## src/rtl/dtpred_pkg.sv

```systemverilog
// Shared types for the predictive dead-time PWM controller.
// Assumes nothing beyond being compiled before the modules that import it.
package dtpred_pkg;

    // Direction of the per-period guard-interval adjustment.
    typedef enum logic [0:0] {
        TRIM_UP   = 1'b0,
        TRIM_DOWN = 1'b1
    } trim_dir_e;

endpackage

```

## src/rtl/dtpred_timebase.sv

```systemverilog
// Period timebase: counts ticks 0 .. cfg_period-1 and marks the period end
// and the high-side turn-off tick.
// Assumes cfg_period >= 2 and cfg_hs_on < cfg_period, stable outside reset.
module dtpred_timebase #(
    parameter int CNT_W = 8
) (
    input  logic             clk,
    input  logic             rst_n,
    input  logic [CNT_W-1:0] cfg_period,
    input  logic [CNT_W-1:0] cfg_hs_on,
    output logic             run,
    output logic [CNT_W-1:0] cnt,
    output logic             wrap,
    output logic             hs_off_tick
);
    localparam logic [CNT_W-1:0] ONE = CNT_W'(1);

    logic last;

    // Purpose: detect the final tick of the period.
    always_comb begin
        last = (cnt == (cfg_period - ONE));
    end

    // Purpose: advance the tick counter once running; hold tick 0 in reset.
    always_ff @(posedge clk) begin
        if (!rst_n) begin
            run <= 1'b0;
            cnt <= '0;
        end else begin
            run <= 1'b1;
            if (run) begin
                cnt <= last ? '0 : cnt + ONE;
            end
        end
    end

    // Purpose: period-end strobe and flag-sampling strobe.
    always_comb begin
        wrap        = run && last;
        hs_off_tick = run && (cnt == cfg_hs_on);
    end

endmodule

```

## src/rtl/dtpred_trim.sv

```systemverilog
// Guard-interval tracker: predicts the next period's dead time from the
// conduction flag sampled in this period and applies it at the period end.
// Assumes sample_en and period_end are single-tick strobes.
module dtpred_trim
    import dtpred_pkg::*;
#(
    parameter int DT_W   = 8,
    parameter int DT_MIN = 2,
    parameter int DT_MAX = 40
) (
    input  logic            clk,
    input  logic            rst_n,
    input  logic [DT_W-1:0] cfg_dt_init,
    input  logic            sample_en,
    input  logic            diode_flag,
    input  logic            period_end,
    output logic [DT_W-1:0] dt_act
);
    localparam logic [DT_W-1:0] MIN_V = DT_W'(DT_MIN);
    localparam logic [DT_W-1:0] MAX_V = DT_W'(DT_MAX);
    localparam logic [DT_W-1:0] ONE   = DT_W'(1);

    logic [DT_W-1:0] dt_pend;
    logic [DT_W-1:0] init_sat;
    logic [DT_W-1:0] dt_trial;
    trim_dir_e       dir;

    // Purpose: clamp the configured start value into the legal range.
    always_comb begin
        if (cfg_dt_init < MIN_V)      init_sat = MIN_V;
        else if (cfg_dt_init > MAX_V) init_sat = MAX_V;
        else                          init_sat = cfg_dt_init;
    end

    // Purpose: form the one-step saturating prediction for the next period.
    always_comb begin
        dir = diode_flag ? TRIM_DOWN : TRIM_UP;
        if (dir == TRIM_DOWN) begin
            dt_trial = (dt_act > MIN_V) ? dt_act - ONE : MIN_V;
        end else begin
            dt_trial = (dt_act < MAX_V) ? dt_act + ONE : MAX_V;
        end
    end

    // Purpose: hold the pending prediction and apply it only at a period end.
    always_ff @(posedge clk) begin
        if (!rst_n) begin
            dt_pend <= init_sat;
            dt_act  <= init_sat;
        end else begin
            if (sample_en) begin
                dt_pend <= dt_trial;
            end
            if (period_end) begin
                dt_act <= dt_pend;
            end
        end
    end

endmodule

```

## src/rtl/dtpred_gates.sv

```systemverilog
// Gate shaper: decodes the tick count into the high-side pulse and the
// guarded low-side pulse.
// Assumes cfg_hs_on + 2*dt_act <= cfg_period so the low window cannot wrap.
module dtpred_gates #(
    parameter int CNT_W = 8,
    parameter int DT_W  = 8
) (
    input  logic             rst_n,
    input  logic             run,
    input  logic [CNT_W-1:0] cnt,
    input  logic [CNT_W-1:0] cfg_period,
    input  logic [CNT_W-1:0] cfg_hs_on,
    input  logic [DT_W-1:0]  dt_act,
    output logic             hs_gate,
    output logic             ls_gate
);
    localparam int SUM_W = ((CNT_W > DT_W) ? CNT_W : DT_W) + 1;

    logic [SUM_W-1:0] cnt_x;
    logic [SUM_W-1:0] lo_start;
    logic [SUM_W-1:0] lo_end;
    logic             live;

    // Purpose: widen operands and locate the low-side window edges.
    always_comb begin
        cnt_x    = SUM_W'(cnt);
        lo_start = SUM_W'(cfg_hs_on) + SUM_W'(dt_act);
        lo_end   = SUM_W'(cfg_period) - SUM_W'(dt_act);
        live     = rst_n && run;
    end

    // Purpose: drive both gates, forced low until the counter runs.
    always_comb begin
        hs_gate = live && (cnt < cfg_hs_on);
        ls_gate = live && (cnt_x >= lo_start) && (cnt_x < lo_end);
    end

endmodule

```

## src/rtl/dtpred_pwm.sv

```systemverilog
// Top level of the predictive dead-time PWM controller: a tick timebase,
// a per-period guard-interval tracker and a gate shaper.
// Assumes configuration is changed only while rst_n is low.
module dtpred_pwm #(
    parameter int CNT_W  = 8,
    parameter int DT_W   = 8,
    parameter int DT_MIN = 2,
    parameter int DT_MAX = 40
) (
    input  logic             clk,
    input  logic             rst_n,
    input  logic             diode_flag,
    input  logic [CNT_W-1:0] cfg_period,
    input  logic [CNT_W-1:0] cfg_hs_on,
    input  logic [DT_W-1:0]  cfg_dt_init,
    output logic             hs_gate,
    output logic             ls_gate,
    output logic [DT_W-1:0]  dt_now
);
    logic             run;
    logic [CNT_W-1:0] cnt;
    logic             wrap;
    logic             hs_off_tick;
    logic [DT_W-1:0]  dt_act;

    dtpred_timebase #(.CNT_W(CNT_W)) u_tb (
        .clk         (clk),
        .rst_n       (rst_n),
        .cfg_period  (cfg_period),
        .cfg_hs_on   (cfg_hs_on),
        .run         (run),
        .cnt         (cnt),
        .wrap        (wrap),
        .hs_off_tick (hs_off_tick)
    );

    dtpred_trim #(.DT_W(DT_W), .DT_MIN(DT_MIN), .DT_MAX(DT_MAX)) u_trim (
        .clk         (clk),
        .rst_n       (rst_n),
        .cfg_dt_init (cfg_dt_init),
        .sample_en   (hs_off_tick),
        .diode_flag  (diode_flag),
        .period_end  (wrap),
        .dt_act      (dt_act)
    );

    dtpred_gates #(.CNT_W(CNT_W), .DT_W(DT_W)) u_gates (
        .rst_n      (rst_n),
        .run        (run),
        .cnt        (cnt),
        .cfg_period (cfg_period),
        .cfg_hs_on  (cfg_hs_on),
        .dt_act     (dt_act),
        .hs_gate    (hs_gate),
        .ls_gate    (ls_gate)
    );

    // Purpose: expose the guard interval in use.
    always_comb begin
        dt_now = dt_act;
    end

endmodule

```

## config.mk

```make
export PLATFORM = sky130hd
export DESIGN_NAME = dtpred_pwm
export DESIGN_NICKNAME = d
export VERILOG_FILES = /design/src/rtl/dtpred_pkg.sv /design/src/rtl/dtpred_timebase.sv /design/src/rtl/dtpred_trim.sv /design/src/rtl/dtpred_gates.sv /design/src/rtl/dtpred_pwm.sv
export SDC_FILE = /design/constraint.sdc
export NUM_CORES = 1
export LEC_CHECK = 0
export BUFFER_PORTS_ARGS = -buffer_cell sky130_fd_sc_hd__buf_2
export CORE_MARGIN = 5
export CORE_UTILIZATION = 38
export DETAILED_ROUTE_END_ITERATION = 10
export SYNTH_ARGS = -nofsm -noshare
export SYNTH_HDL_FRONTEND = slang
export SYNTH_SLANG_ARGS = --single-unit
```

## constraint.sdc

```tcl
create_clock -name clk -period 4.99 [get_ports clk]
set_clock_uncertainty 0.2 [all_clocks]
set_input_delay 0.7485 -clock clk [delete_from_list [all_inputs] [get_ports clk]]
set_output_delay 0.7485 -clock clk [all_outputs]
set_load 0.02 [all_outputs]
```

==> metrics.log, run 1 <==
INFO  metric worst_hold_path.num_cells = 1
INFO  metric hpwl_reported_at_the_end_of_detailed_placement = 5393 µm
INFO  metric post_synth_edffs = 16
INFO  metric worst_slew_margin_rel = 37.54%
INFO  metric port-buffer-count = 36
INFO  metric io_pins = 37
INFO  metric rsz_0062_raised_after_global_routing = false
INFO  metric drive_gt1_share = 14.12%
INFO  metric die_x = 94.08 µm
INFO  metric max_freq = 0.2196 GHz
INFO  metric dieArea = 0.008851 mm²
INFO  metric clk-insertion-delay-late = 0.27 ns
INFO  metric outcome = completed
INFO  metric leakagePower = 1.367 nW
INFO  metric worst_path_largest_cell_delay = 0.40 ns
INFO  metric global_route_wire_length_before_repair = 11100 µm
INFO  metric timing.critical_path.slowest_stage_cell = fa_1
INFO  metric post-route-period-util = 91.27%
INFO  metric crit-reg2reg-launch = u_tb.cnt[2]
INFO  metric fin_crit = 4.554 ns
INFO  metric rows = 30
INFO  metric path_delay_family = compound AO/OA/AOI/OAI gates
INFO  metric critical_path_endpoint_category = output port
INFO  metric global_route.overflow_total = 0
INFO  metric core_area = 0.006832 mm²
INFO  metric final_hold_viol_count = 0
INFO  metric place.gp.congestion = 0.7807
INFO  metric crit_type = in -> out
INFO  metric synth_fp_nets = 382
INFO  metric antenna-diode-count = 0
INFO  metric worstReg2RegEnd = u_trim.dt_act[1]
INFO  metric critPathLaunchType = input pin
INFO  metric first_global_vias = 2371
INFO  metric reg2reg_slack = 2.30 ns
INFO  metric post_cts_resize_count = 0
INFO  metric placed_inst_area = 0.002983 mm²
INFO  metric hp-start = u_trim.dt_pend[7]
INFO  metric worst-r2r-cell-count = 4
INFO  metric final_max_slew_viol_count = 0
INFO  metric hold_path_class = reg -> reg
INFO  metric num_vias = 2352
INFO  metric synthesized_cell_area = 0.002686 mm²
INFO  metric dr.pass1.iters = 4
INFO  metric cells_after_synthesis = 310
INFO  metric 1st_iter_drt_viols = 112
INFO  metric floorplan_die_height = 94.08 µm
INFO  metric ir_worst_vdd = 0.1059 mV
INFO  metric syn-mean-instance-area = 8.666 µm²
INFO  metric max_cap_viols = 0
INFO  metric power-per-cell-area = 189.3 mW/mm²
INFO  metric numPlacedInstances = 439
INFO  metric clock_sink_count = 25
INFO  metric buffer_and_inverter_count_on_the_worst_path = 4
INFO  metric initial_core_util = 39.32%
INFO  metric cts-htree-levels = 1
INFO  metric crit_arrival = 3.61 ns
INFO  metric fin_tns_setup = 0 ns
INFO  metric drc = 0
INFO  metric grt_start_max_net_pins = 20
INFO  metric antenna_found_initial = 0
INFO  metric nets = 420
INFO  metric holdPathEnd = u_trim.dt_act[7]
INFO  metric antenna_violating_nets_post_route = 0
INFO  metric sequence_of_cells_on_the_critical_path = buf_2, inv_1, ha_1, inv_1, fa_1, nand2_1, a21oi_1, or3_1, a32o_1, ha_1, o21a_1, o22ai_1, a21oi_1, a2111oi_2, buf_2
INFO  metric yosys_register_bits = 25
INFO  metric avgRoutedWirePerCell = 14.99 µm
INFO  metric final_cell_area = 0.003032 mm²
INFO  metric clock_tree_from_tritoncts = built
INFO  metric synth.yosys.seq_area_share = 24.59%
INFO  metric post_drt_via_cell_ratio = 5.309
INFO  metric synth_flop_cell = edfxtp_1
INFO  metric drt-total-wl = 6641 µm
INFO  metric holdBufCountCts = 0
INFO  metric cts_setup_buffers = 0
INFO  metric finalSetupViolations = 0
INFO  metric cts.root.buffer_cell = clkbuf_8
INFO  metric yosysWarningCount = 0
INFO  metric number_of_filler_instances_in_the_final_layout = 748
INFO  metric synthArstFlopShare = 0%
INFO  metric globalRouteTotalUtil = 15.72%
INFO  metric yosys.cell_types.count = 54
INFO  metric area_delta_synth_final = 12.86%
INFO  metric fin_cells = 443
INFO  metric clk_transition_reported_paths = 0.10 ns
INFO  metric cts_max_path_buffers = 2
INFO  metric pin_slew_with_the_least_headroom_to_its_limit = 0.9336 ns
INFO  metric critical_path.max_fanout = 3
INFO  metric worst-endpoint-required = 4.04 ns
INFO  metric numCtsBuffers = 3
[layer usage]
| layer | vias up | share of wire [%] | GRT usage [%] |
|---|---|---|---|
| li1 | 1209 | - | - |
| met1 | 1102 | 49 | 21.63 |
| met2 | 39 | 46 | 26.67 |
| met3 | 2 | 4.1 | 1.683 |
| met4 | 0 | 0.42 | 2.888 |
| met5 | - | 0 | 0 |
[power by group]
group	switching, mW	leakage, nW	total (mW)	internal [mW]
clock	0.0668	0.0217	0.123	0.0566
combinational	0.114	1.11	0.203	0.0893
sequential	0.0152	0.231	0.247	0.232
total	0.196	1.37	0.574	0.378
[cell usage after synthesis, drive strengths merged (4+ instances only)]
cell / n / area [µm²]
xnor2: 18 / 157.7
nand2: 28 / 105.1
edfxtp: 16 / 480.5
a21oi: 20 / 100.1
nand2b: 11 / 68.82
nor4: 4 / 25.02
o21ai: 18 / 90.08
nand4: 4 / 31.28
dfxtp: 9 / 180.2
xor2: 15 / 131.4
nor2: 17 / 63.81
ha: 43 / 538.0
inv: 27 / 101.4
nand3: 9 / 45.04
nor3: 10 / 50.05
[registers in the layout, indices dropped and copies added, names as in the netlist]
| name | cells |
|---|---|
| u_trim.dt_act | 8 |
| u_tb.cnt | 8 |
| u_tb.run | 1 |
| u_trim.dt_pend | 8 |
[cell usage in the layout (no fill, tap or decap), drive strengths merged, types with 3 or more instances in the layout]
cell type	n
nor4	4
xor2	15
ha	43
dfxtp	9
clkbuf	3
nand2	28
a21oi	20
nor2	17
nand2b	11
o41ai	3
inv	27
nor2b	3
buf	37
a2111oi	3
o211ai	3
nor3	10
xnor2	18
o21ai	18
and3	3
edfxtp	16
or3	3
a21o	3
a31oi	3
and2	3
nand3	9
nand4	4
[worst max-delay path by stage]
stage,startpoint,endpoint,slack [ns],cells past startpoint
floorplan,cfg_period[0],ls_gate,0.66,13
finish,cfg_period[0],ls_gate,0.44,15
CTS,cfg_period[0],ls_gate,0.41,14
global route,u_trim.dt_act[1],ls_gate,0.23,12
detailed placement,cfg_period[0],ls_gate,0.41,14
global placement,cfg_period[0],ls_gate,0.52,15
[stage by stage]
stage                     power [mW]  worst slack [ns]  util (%)  hold slack, ns
after detailed placement      0.4555            0.4089     43.66          0.3054
after global placement        0.4516            0.5211     43.66          0.2994
after floorplan               0.3938            0.6644         -          0.2945
after global routing          0.6166            0.2310     44.38          0.3482
final                         0.5739            0.4356     44.38          0.3290
after CTS                     0.5789            0.4106     44.38          0.3293
[cells by family after synthesis]
logic type               synth area share [%]
buffers and inverters                   4.378
flip-flops                              24.59
adder cells (fa/ha/maj)                 21.52
AO/OA/AOI/OAI                           18.91
AND/OR/NAND/NOR                         19.84
XOR/XNOR                                10.76
[final cells by class]
type	instances	area [µm²]	share of cell area, %
multi-input combinational	254	1913	63.10
sequential	25	660.6	21.79
timing repair buffer	37	187.7	6.191
tap	96	120.1	3.962
inverter	27	101.3	3.343
clock buffer	3	41.29	1.362
clock inverter	1	7.507	0.2476
Note: power is estimated with default switching activity, not from simulation.
==> inputs of run 2 (changes only) <==
- ABC_AREA: unset -> 1
==> metrics.log, run 2 <==
INFO  metric post_drt_via_cell_ratio = 4.851 (-8.6%)
INFO  metric synth_fp_nets = 491 (+29%)
INFO  metric final_max_slew_viol_count = 0 (unchanged)
INFO  metric numCtsBuffers = 3 (unchanged)
INFO  metric max_freq = 0.2417 GHz (+10%)
INFO  metric power-per-cell-area = 189.2 mW/mm² (about the same)
INFO  metric cts_setup_buffers = 0 (unchanged)
INFO  metric critical_path.max_fanout = 5 (+2)
INFO  metric rsz_0062_raised_after_global_routing = false
INFO  metric synth_most_common_cell = nand2_1
INFO  metric synthArstFlopShare = 0% (unchanged)
INFO  metric cts_max_path_buffers = 2 (unchanged)
INFO  metric synth_top_family_by_area = simple AND/OR/NAND/NOR gates
INFO  metric synth.yosys.seq_area_share = 22.52% (-2.1 points)
INFO  metric sequence_of_cells_on_the_critical_path = buf_2, inv_1, ha_1, inv_1, fa_1, nand3_1, nand2_1, a21oi_1, o21ai_0, xnor2_1, ha_1, a21oi_1, nand3b_1, nand2_1, nor2_1, nand2_1, nor2_1, buf_2
INFO  metric worst-r2r-cell-count = 6 (+2)
INFO  metric port-buffer-count = 36 (unchanged)
INFO  metric worst_setup_path_start = cfg_period[0]
INFO  metric global_route.overflow_total = 0 (unchanged)
INFO  metric reg2reg_slack = 2.94 ns (+0.64 ns)
INFO  metric die_x = 97.87 µm (+4.0%)
INFO  metric initial_core_util = 38.57% (-0.75 points)
INFO  metric worst_path_most_repeated_cell = nand2_1
INFO  metric pin_slew_with_the_least_headroom_to_its_limit = 0.4623 ns (-0.4713 ns)
INFO  metric layout_common_cells = nand2_1, inv_1, ha_1
INFO  metric worst_hold_slack = 0.3253 ns (-0.003712 ns)
INFO  metric post-synth-top-area-fraction = 18.34% (-1.7 points)
INFO  metric post_synth_edffs = 16 (unchanged)
INFO  metric hp-start = u_trim.dt_pend[7]
INFO  metric globalRouteTotalUtil = 15.86% (+0.14 points)
INFO  metric clock_tree_from_tritoncts = built
INFO  metric synth_flop_cell = edfxtp_1
INFO  metric synth_simple_gate_area_share = 30.79% (+11 points)
INFO  metric yosys-mux-area-fraction = 0% (unchanged)
INFO  metric seqCellArea = 660.6 µm² (unchanged)
INFO  metric antenna_violating_nets_post_route = 0 (unchanged)
INFO  metric ir_worst_vdd = 0.09713 mV (-8.3%)
INFO  metric max_cap_viols = 0 (unchanged)
INFO  metric dr.pass1.iters = 4 (unchanged)
INFO  metric final_hold_viol_count = 0 (unchanged)
INFO  metric crit-reg2reg-launch = u_trim.dt_act[1]
INFO  metric worstReg2RegEnd = u_trim.dt_pend[6]
INFO  metric cts.root.buffer_cell = clkbuf_8
INFO  metric post_synth_most_frequent_cells = nand2_1, inv_1, ha_1
INFO  metric antenna_found_initial = 0 (unchanged)
INFO  metric leakagePower = 1.706 nW (+25%)
INFO  metric critPathLaunchType = input pin
INFO  metric critical_path_depth = 18 (+3)
INFO  metric syn-mean-instance-area = 7.003 µm² (-19%)
INFO  metric placed_inst_area = 0.003232 mm² (+8.3%)
INFO  metric multi_input_comb_area = 0.001997 mm² (+4.4%)
INFO  metric dieArea = 0.009579 mm² (+8.2%)
INFO  metric top_cells_by_area_in_the_synthesized_netlist = ha_1, edfxtp_1, nand2_1, inv_1, dfxtp_1
INFO  metric yosys_register_bits = 25 (unchanged)
INFO  metric clock_sink_count = 25 (unchanged)
INFO  metric critical_path_endpoint_category = output port
INFO  metric drive_gt1_share = 12.94% (-1.2 points)
INFO  metric synth_compound_area_share = 8.657% (-10 points)
INFO  metric cells_after_synthesis = 419 (+35%)
INFO  metric 1st_iter_drt_viols = 96 (-14%)
INFO  metric post_cts_resize_count = 0 (unchanged)
INFO  metric yosysWarningCount = 0 (unchanged)
INFO  metric crit_arrival = 3.19 ns (-0.42 ns)
INFO  metric holdBufCountCts = 0 (unchanged)
INFO  metric post_synth_xor_area_fraction = 8.657% (-2.1 points)
INFO  metric outcome = completed
INFO  metric nets = 529 (+26%)
INFO  metric rows = 32 (+6.7%)
INFO  metric yosys.cell_types.count = 39 (-28%)
INFO  metric yosys.area.top_type = ha_1
INFO  metric floorplan_die_height = 97.87 µm (+4.0%)
INFO  metric core_area = 0.007607 mm² (+11%)
INFO  metric most_common_library_cell_in_the_layout_ignoring_fill_and_taps = nand2_1
INFO  metric clk-insertion-delay-late = 0.29 ns (+0.02 ns)
INFO  metric hpwl_reported_at_the_end_of_detailed_placement = 6072 µm (+13%)
INFO  metric fin_crit = 4.137 ns (-0.4175 ns)
INFO  metric finalSetupViolations = 0 (unchanged)
INFO  metric clk_transition_reported_paths = 0.11 ns (about the same)
INFO  metric worst_path_largest_cell_delay = 0.40 ns (about the same)
INFO  metric io_pins = 37 (unchanged)
INFO  metric worst_slew_margin_rel = 69.18% (+32 points)
INFO  metric fin_tns_setup = 0 ns (unchanged)
INFO  metric synthesized_cell_area = 0.002934 mm² (+9.2%)
INFO  metric global_route_wire_length_before_repair = 12460 µm (+12%)
INFO  metric cts-htree-levels = 1 (unchanged)
INFO  metric number_of_filler_instances_in_the_final_layout = 812 (+8.6%)
INFO  metric num_vias = 2707 (+15%)
INFO  metric crit_end = ls_gate
INFO  metric first_global_vias = 2711 (+14%)
INFO  metric drt-total-wl = 7403 µm (+11%)
INFO  metric worst-endpoint-required = 4.04 ns (about the same)
INFO  metric grt_start_max_net_pins = 20 (unchanged)
INFO  metric post-route-period-util = 82.90% (-8.4 points)
INFO  metric hold_path_class = reg -> reg
INFO  metric timing.critical_path.slowest_stage_cell = fa_1
INFO  metric path_delay_family = adder cells
INFO  metric place.gp.congestion = 0.9111 (+17%)
INFO  metric antenna-diode-count = 0 (unchanged)
INFO  metric drc = 0 (unchanged)
INFO  metric final_cell_area = 0.003282 mm² (+8.3%)
INFO  metric adder_and_majority_gate_portion_of_the_synthesized_area = 19.70% (-1.8 points)
INFO  metric area_delta_synth_final = 11.86%
INFO  metric crit_type = in -> out
INFO  metric buffer_and_inverter_count_on_the_worst_path = 4 (unchanged)
INFO  metric layout_top_registers = u_tb.cnt (8), u_trim.dt_act (8), u_trim.dt_pend (8)
INFO  metric avgRoutedWirePerCell = 13.27 µm (-11%)
run 2: cell types whose count changed after synthesis, moves of 4 or more:
cell / before / now
nor2_2: 0 / 5
nor2_1: 17 / 31
nand2b_1: 11 / 0
nand2_1: 28 / 111
o21ai_0: 15 / 11
nand3_1: 9 / 22
inv_1: 27 / 66
nand4_1: 3 / 9
run 2: area by class of cell:
type	count	area share [%]
Inverter	69	7.892
Multi-Input combinational cell	321	60.85
Clock buffer	3	1.258
Clock inverter	1	0.2669
Sequential cell	25	20.13
Timing Repair Buffer	37	5.719
Tap cell	102	3.889
run 2: worst register-to-register path, delay by kind of cell, from the launching register on:
kind | cells | cell delay [ns]
flops | 1 | 0.52
buf+inv | 1 | 0.29
simple gates | 3 | 0.39
xor+xnor | 1 | 0.18
fa+ha+maj | 1 | 0.25
run 2: stage by stage:
step	cells	setup WS (ns)	utilization, %	power [mW]
after floorplan	419	1.126	-	0.4254
after global placement	554	0.8918	42.48	0.4868
after detailed placement	554	0.8561	42.48	0.4917
after CTS	558	0.8401	43.14	0.6286
after global routing	558	0.6235	43.14	0.6734
final	558	0.8531	43.14	0.6210
run 2: how the worst min path moves through the flow:
stage	endpoint	cells after the start
6_report	u_trim.dt_act[7]	2
5_1_grt	u_trim.dt_act[6]	2
4_1_cts	u_trim.dt_act[6]	2
3_5_place_dp	u_trim.dt_act[6]	2
3_3_place_gp	u_trim.dt_act[6]	2
2_1_floorplan	u_trim.dt_act[6]	2
run 2: kinds of logic after synthesis:
family | Yosys count
buffers and inverters | 73
adders and majority gates | 45
xor gates and xnor gates | 29
and+or+nand+nor | 202
AOI/OAI and AO/OA | 45
DFF | 25
run 2: layer usage:
metal,share of wire [%],track usage [%],vias to the layer above
li1,-,-,1443
met1,47,19.69,1214
met2,48,29.01,42
met3,4.5,2.786,8
met4,1.2,2.556,0
met5,0,0,-
run 2: power by group:
group	internal (mW)	total, mW	switching (mW)
registers	0.234	0.249	0.0158
clock network	0.0588	0.136	0.0770
logic	0.0945	0.236	0.141
total	0.387	0.621	0.234
==> inputs of run 3 (changes only) <==
- ABC_AREA: 1 -> 0
- clock period: 4.99 -> 3.59 ns (I/O delays scaled with it)
==> metrics.log, run 3 (synthesized netlist as in run 1, its figures left out) <==
INFO  metric outcome = complete, but fails checks
INFO  metric violations_in_the_final_reports = setup timing
INFO  metric leakagePower = 1.518 nW (-11%)
INFO  metric max_freq = 0.2485 GHz
INFO  metric worst_path_most_repeated_cell = a21oi_2
INFO  metric sequence_of_cells_on_the_critical_path = buf_6, ha_4, inv_2, fa_2, nand2_2, a21oi_2, or3_1, a32o_1, ha_1, o21a_1, o22ai_2, a21oi_2, a2111oi_4, buf_4
INFO  metric final_critical_path_setup_slack = -0.4338 ns (-1.287 ns)
INFO  metric antenna-diode-count = 0 (unchanged)
INFO  metric layout_top_registers = u_tb.cnt (8), u_trim.dt_act (8), u_trim.dt_pend (8)
INFO  metric layout_common_cells = ha_1, buf_2, buf_4
INFO  metric post_drt_via_cell_ratio = 5.270 (+8.6%)
INFO  metric initial_core_util = 39.32% (+0.75 points)
INFO  metric antenna_violating_nets_post_route = 0 (unchanged)
INFO  metric final_max_slew_viol_count = 0 (unchanged)
INFO  metric crit-reg2reg-launch = u_tb.cnt[2]
INFO  metric final_cell_area = 0.003324 mm² (+1.3%)
INFO  metric multi_input_comb_area = 0.001989 mm² (-0.38%)
INFO  metric cts-htree-levels = 1 (unchanged)
INFO  metric clk_transition_reported_paths = 0.10 ns (about the same)
INFO  metric ir_worst_vdd = 0.1534 mV (+58%)
INFO  metric worst_setup_path_start = u_trim.dt_act[0]
INFO  metric most_common_library_cell_in_the_layout_ignoring_fill_and_taps = ha_1
INFO  metric pin_slew_with_the_least_headroom_to_its_limit = 0.5998 ns (+0.1375 ns)
INFO  metric buffer_and_inverter_count_on_the_worst_path = 3 (-1)
INFO  metric critical_path_endpoint_category = output port
INFO  metric fin_tns_setup = -0.4338 ns (-0.4338 ns)
INFO  metric critical_path.max_fanout = 2 (-3)
INFO  metric cts.root.buffer_cell = clkbuf_8
INFO  metric drt-total-wl = 7150 µm (-3.4%)
INFO  metric path_delay_family = compound AO/OA/AOI/OAI gates
INFO  metric 1st_iter_drt_viols = 129 (+34%)
INFO  metric final_hold_viol_count = 0 (unchanged)
INFO  metric dieArea = 0.008851 mm² (-7.6%)
INFO  metric worst-endpoint-required = 2.85 ns (-1.19 ns)
INFO  metric numCtsBuffers = 3 (unchanged)
INFO  metric cts_max_path_buffers = 2 (unchanged)
INFO  metric power-per-cell-area = 256.9 mW/mm² (+36%)
INFO  metric max_cap_viols = 0 (unchanged)
INFO  metric reg2reg_slack = 1.10 ns (-1.84 ns)
INFO  metric critPathLaunchType = flip-flop
INFO  metric global_route.overflow_total = 0 (unchanged)
INFO  metric antenna_found_initial = 0 (unchanged)
INFO  metric area_delta_synth_final = 23.75%
INFO  metric crit_end = ls_gate
INFO  metric crit_arrival = 3.29 ns (+0.10 ns)
INFO  metric drc = 0 (unchanged)
INFO  metric worst_path_largest_cell_delay = 0.40 ns (about the same)
INFO  metric hp-start = u_trim.dt_pend[6]
INFO  metric placed_inst_area = 0.003173 mm² (-1.8%)
INFO  metric worstReg2RegEnd = u_trim.dt_act[2]
INFO  metric drive_gt1_share = 24.00% (+11 points)
INFO  metric place.gp.congestion = 0.8354 (-8.3%)
INFO  metric critical_path_depth = 14 (-4)
INFO  metric hold_path_class = reg -> reg
INFO  metric core_area = 0.006832 mm² (-10%)
INFO  metric hpwl_reported_at_the_end_of_detailed_placement = 5647 µm (-7.0%)
INFO  metric worst_slew_margin_rel = 59.89% (-9.3 points)
INFO  metric fin_crit = 4.024 ns
INFO  metric io_pins = 37 (unchanged)
INFO  metric finalSetupViolations = 1 (+1)
INFO  metric avgRoutedWirePerCell = 15.18 µm (+14%)
INFO  metric die_x = 94.08 µm (-3.9%)
INFO  metric port-buffer-count = 36 (unchanged)
INFO  metric clock_sink_count = 25 (unchanged)
INFO  metric number_of_filler_instances_in_the_final_layout = 681 (-16%)
INFO  metric clock_tree_from_tritoncts = built
INFO  metric timing.critical_path.slowest_stage_cell = edfxtp_1
INFO  metric seqCellArea = 660.6 µm² (unchanged)
INFO  metric rsz_0062_raised_after_global_routing = true
INFO  metric num_vias = 2482 (-8.3%)
INFO  metric post-route-period-util = 112.1%
INFO  metric globalRouteTotalUtil = 16.50% (+0.65 points)
INFO  metric nets = 448 (-15%)
INFO  metric dr.pass1.iters = 4 (unchanged)
INFO  metric floorplan_die_height = 94.08 µm (-3.9%)
INFO  metric clk-insertion-delay-late = 0.28 ns (about the same)
INFO  metric global_route_wire_length_before_repair = 11640 µm (-6.6%)
INFO  metric rows = 30 (-6.3%)
INFO  metric first_global_vias = 2470 (-8.9%)
INFO  metric crit_type = reg -> out
INFO  metric worst-r2r-cell-count = 5 (-1)
INFO  metric grt_start_max_net_pins = 20 (unchanged)
==> run 3: cell count changes in the layout (fill, tap and decap cells not counted), sizes merged, moves of 11 or more <==
| cell | previous run | this run |
|---|---|---|
| inv | 69 | 27 |
| nand2 | 114 | 28 |
| nand2b | 0 | 11 |
| nand3 | 23 | 9 |
| buf | 37 | 65 |
| nor2 | 37 | 17 |
==> run 3: power by group <==
group | internal (mW) | switching, mW
logic | 0.158 | 0.185
clock network | 0.0788 | 0.0969
registers | 0.322 | 0.0139
total | 0.559 | 0.295
==> run 3: routing by layer <==
metal  part of all wire [%]  vias up  global-route usage [%]
met4                   0.83        0                   3.369
met1                     49     1145                   22.92
met3                    4.3        9                   2.564
met2                     45       65                   26.97
li1                       -     1263                       -
met5                      0        -                       0
==> run 3: worst min path at each step <==
| stage | endpoint | slack, ns | cells past startpoint |
|---|---|---|---|
| after floorplan | u_trim.dt_act[4] | 0.29 | 2 |
| after global placement | u_trim.dt_act[4] | 0.30 | 2 |
| after detailed placement | u_trim.dt_act[4] | 0.31 | 2 |
| after CTS | u_trim.dt_act[6] | 0.33 | 1 |
| after global routing | u_trim.dt_act[4] | 0.34 | 2 |
| final | u_trim.dt_act[6] | 0.32 | 1 |
==> run 3: through the flow <==
step | total power, mW | worst slack, ns | hold WS [ns] | util, % | instances
after CTS | 0.8375 | -0.4207 | 0.3285 | 47.45 | 466
after global routing | 0.9135 | -0.5301 | 0.3398 | 48.66 | 471
after detailed placement | 0.6611 | -0.3597 | 0.3079 | 46.45 | 462
after floorplan | 0.5495 | -0.1065 | 0.2945 | - | 310
after global placement | 0.6546 | -0.3215 | 0.3039 | 46.45 | 462
final | 0.8542 | -0.4338 | 0.3220 | 48.66 | 471
==> run 3: final cells by class <==
class	count	area share [%]
inverter	27	3.049
clock buffer	3	1.242
timing repair buffer	65	12.16
multi-input combinational	254	59.84
tap	96	3.613
sequential	25	19.87
clock inverter	1	0.2258
==> run 3: what timing repair did <==
action,in CTS,in global routing
resized for setup,5,11
hold buffers,0,0
pin swaps,2,8
setup endpoints to repair,1,1
buffers inserted,0,5
==> run 3: worst register-to-register path, delay by kind of cell (launching register included) <==
kind / cells / cell delay, ns
AOI/OAI and AO/OA: 2 / 0.82
DFF: 1 / 0.56
and+or+nand+nor: 2 / 0.36
buffers and inverters: 1 / 0.28
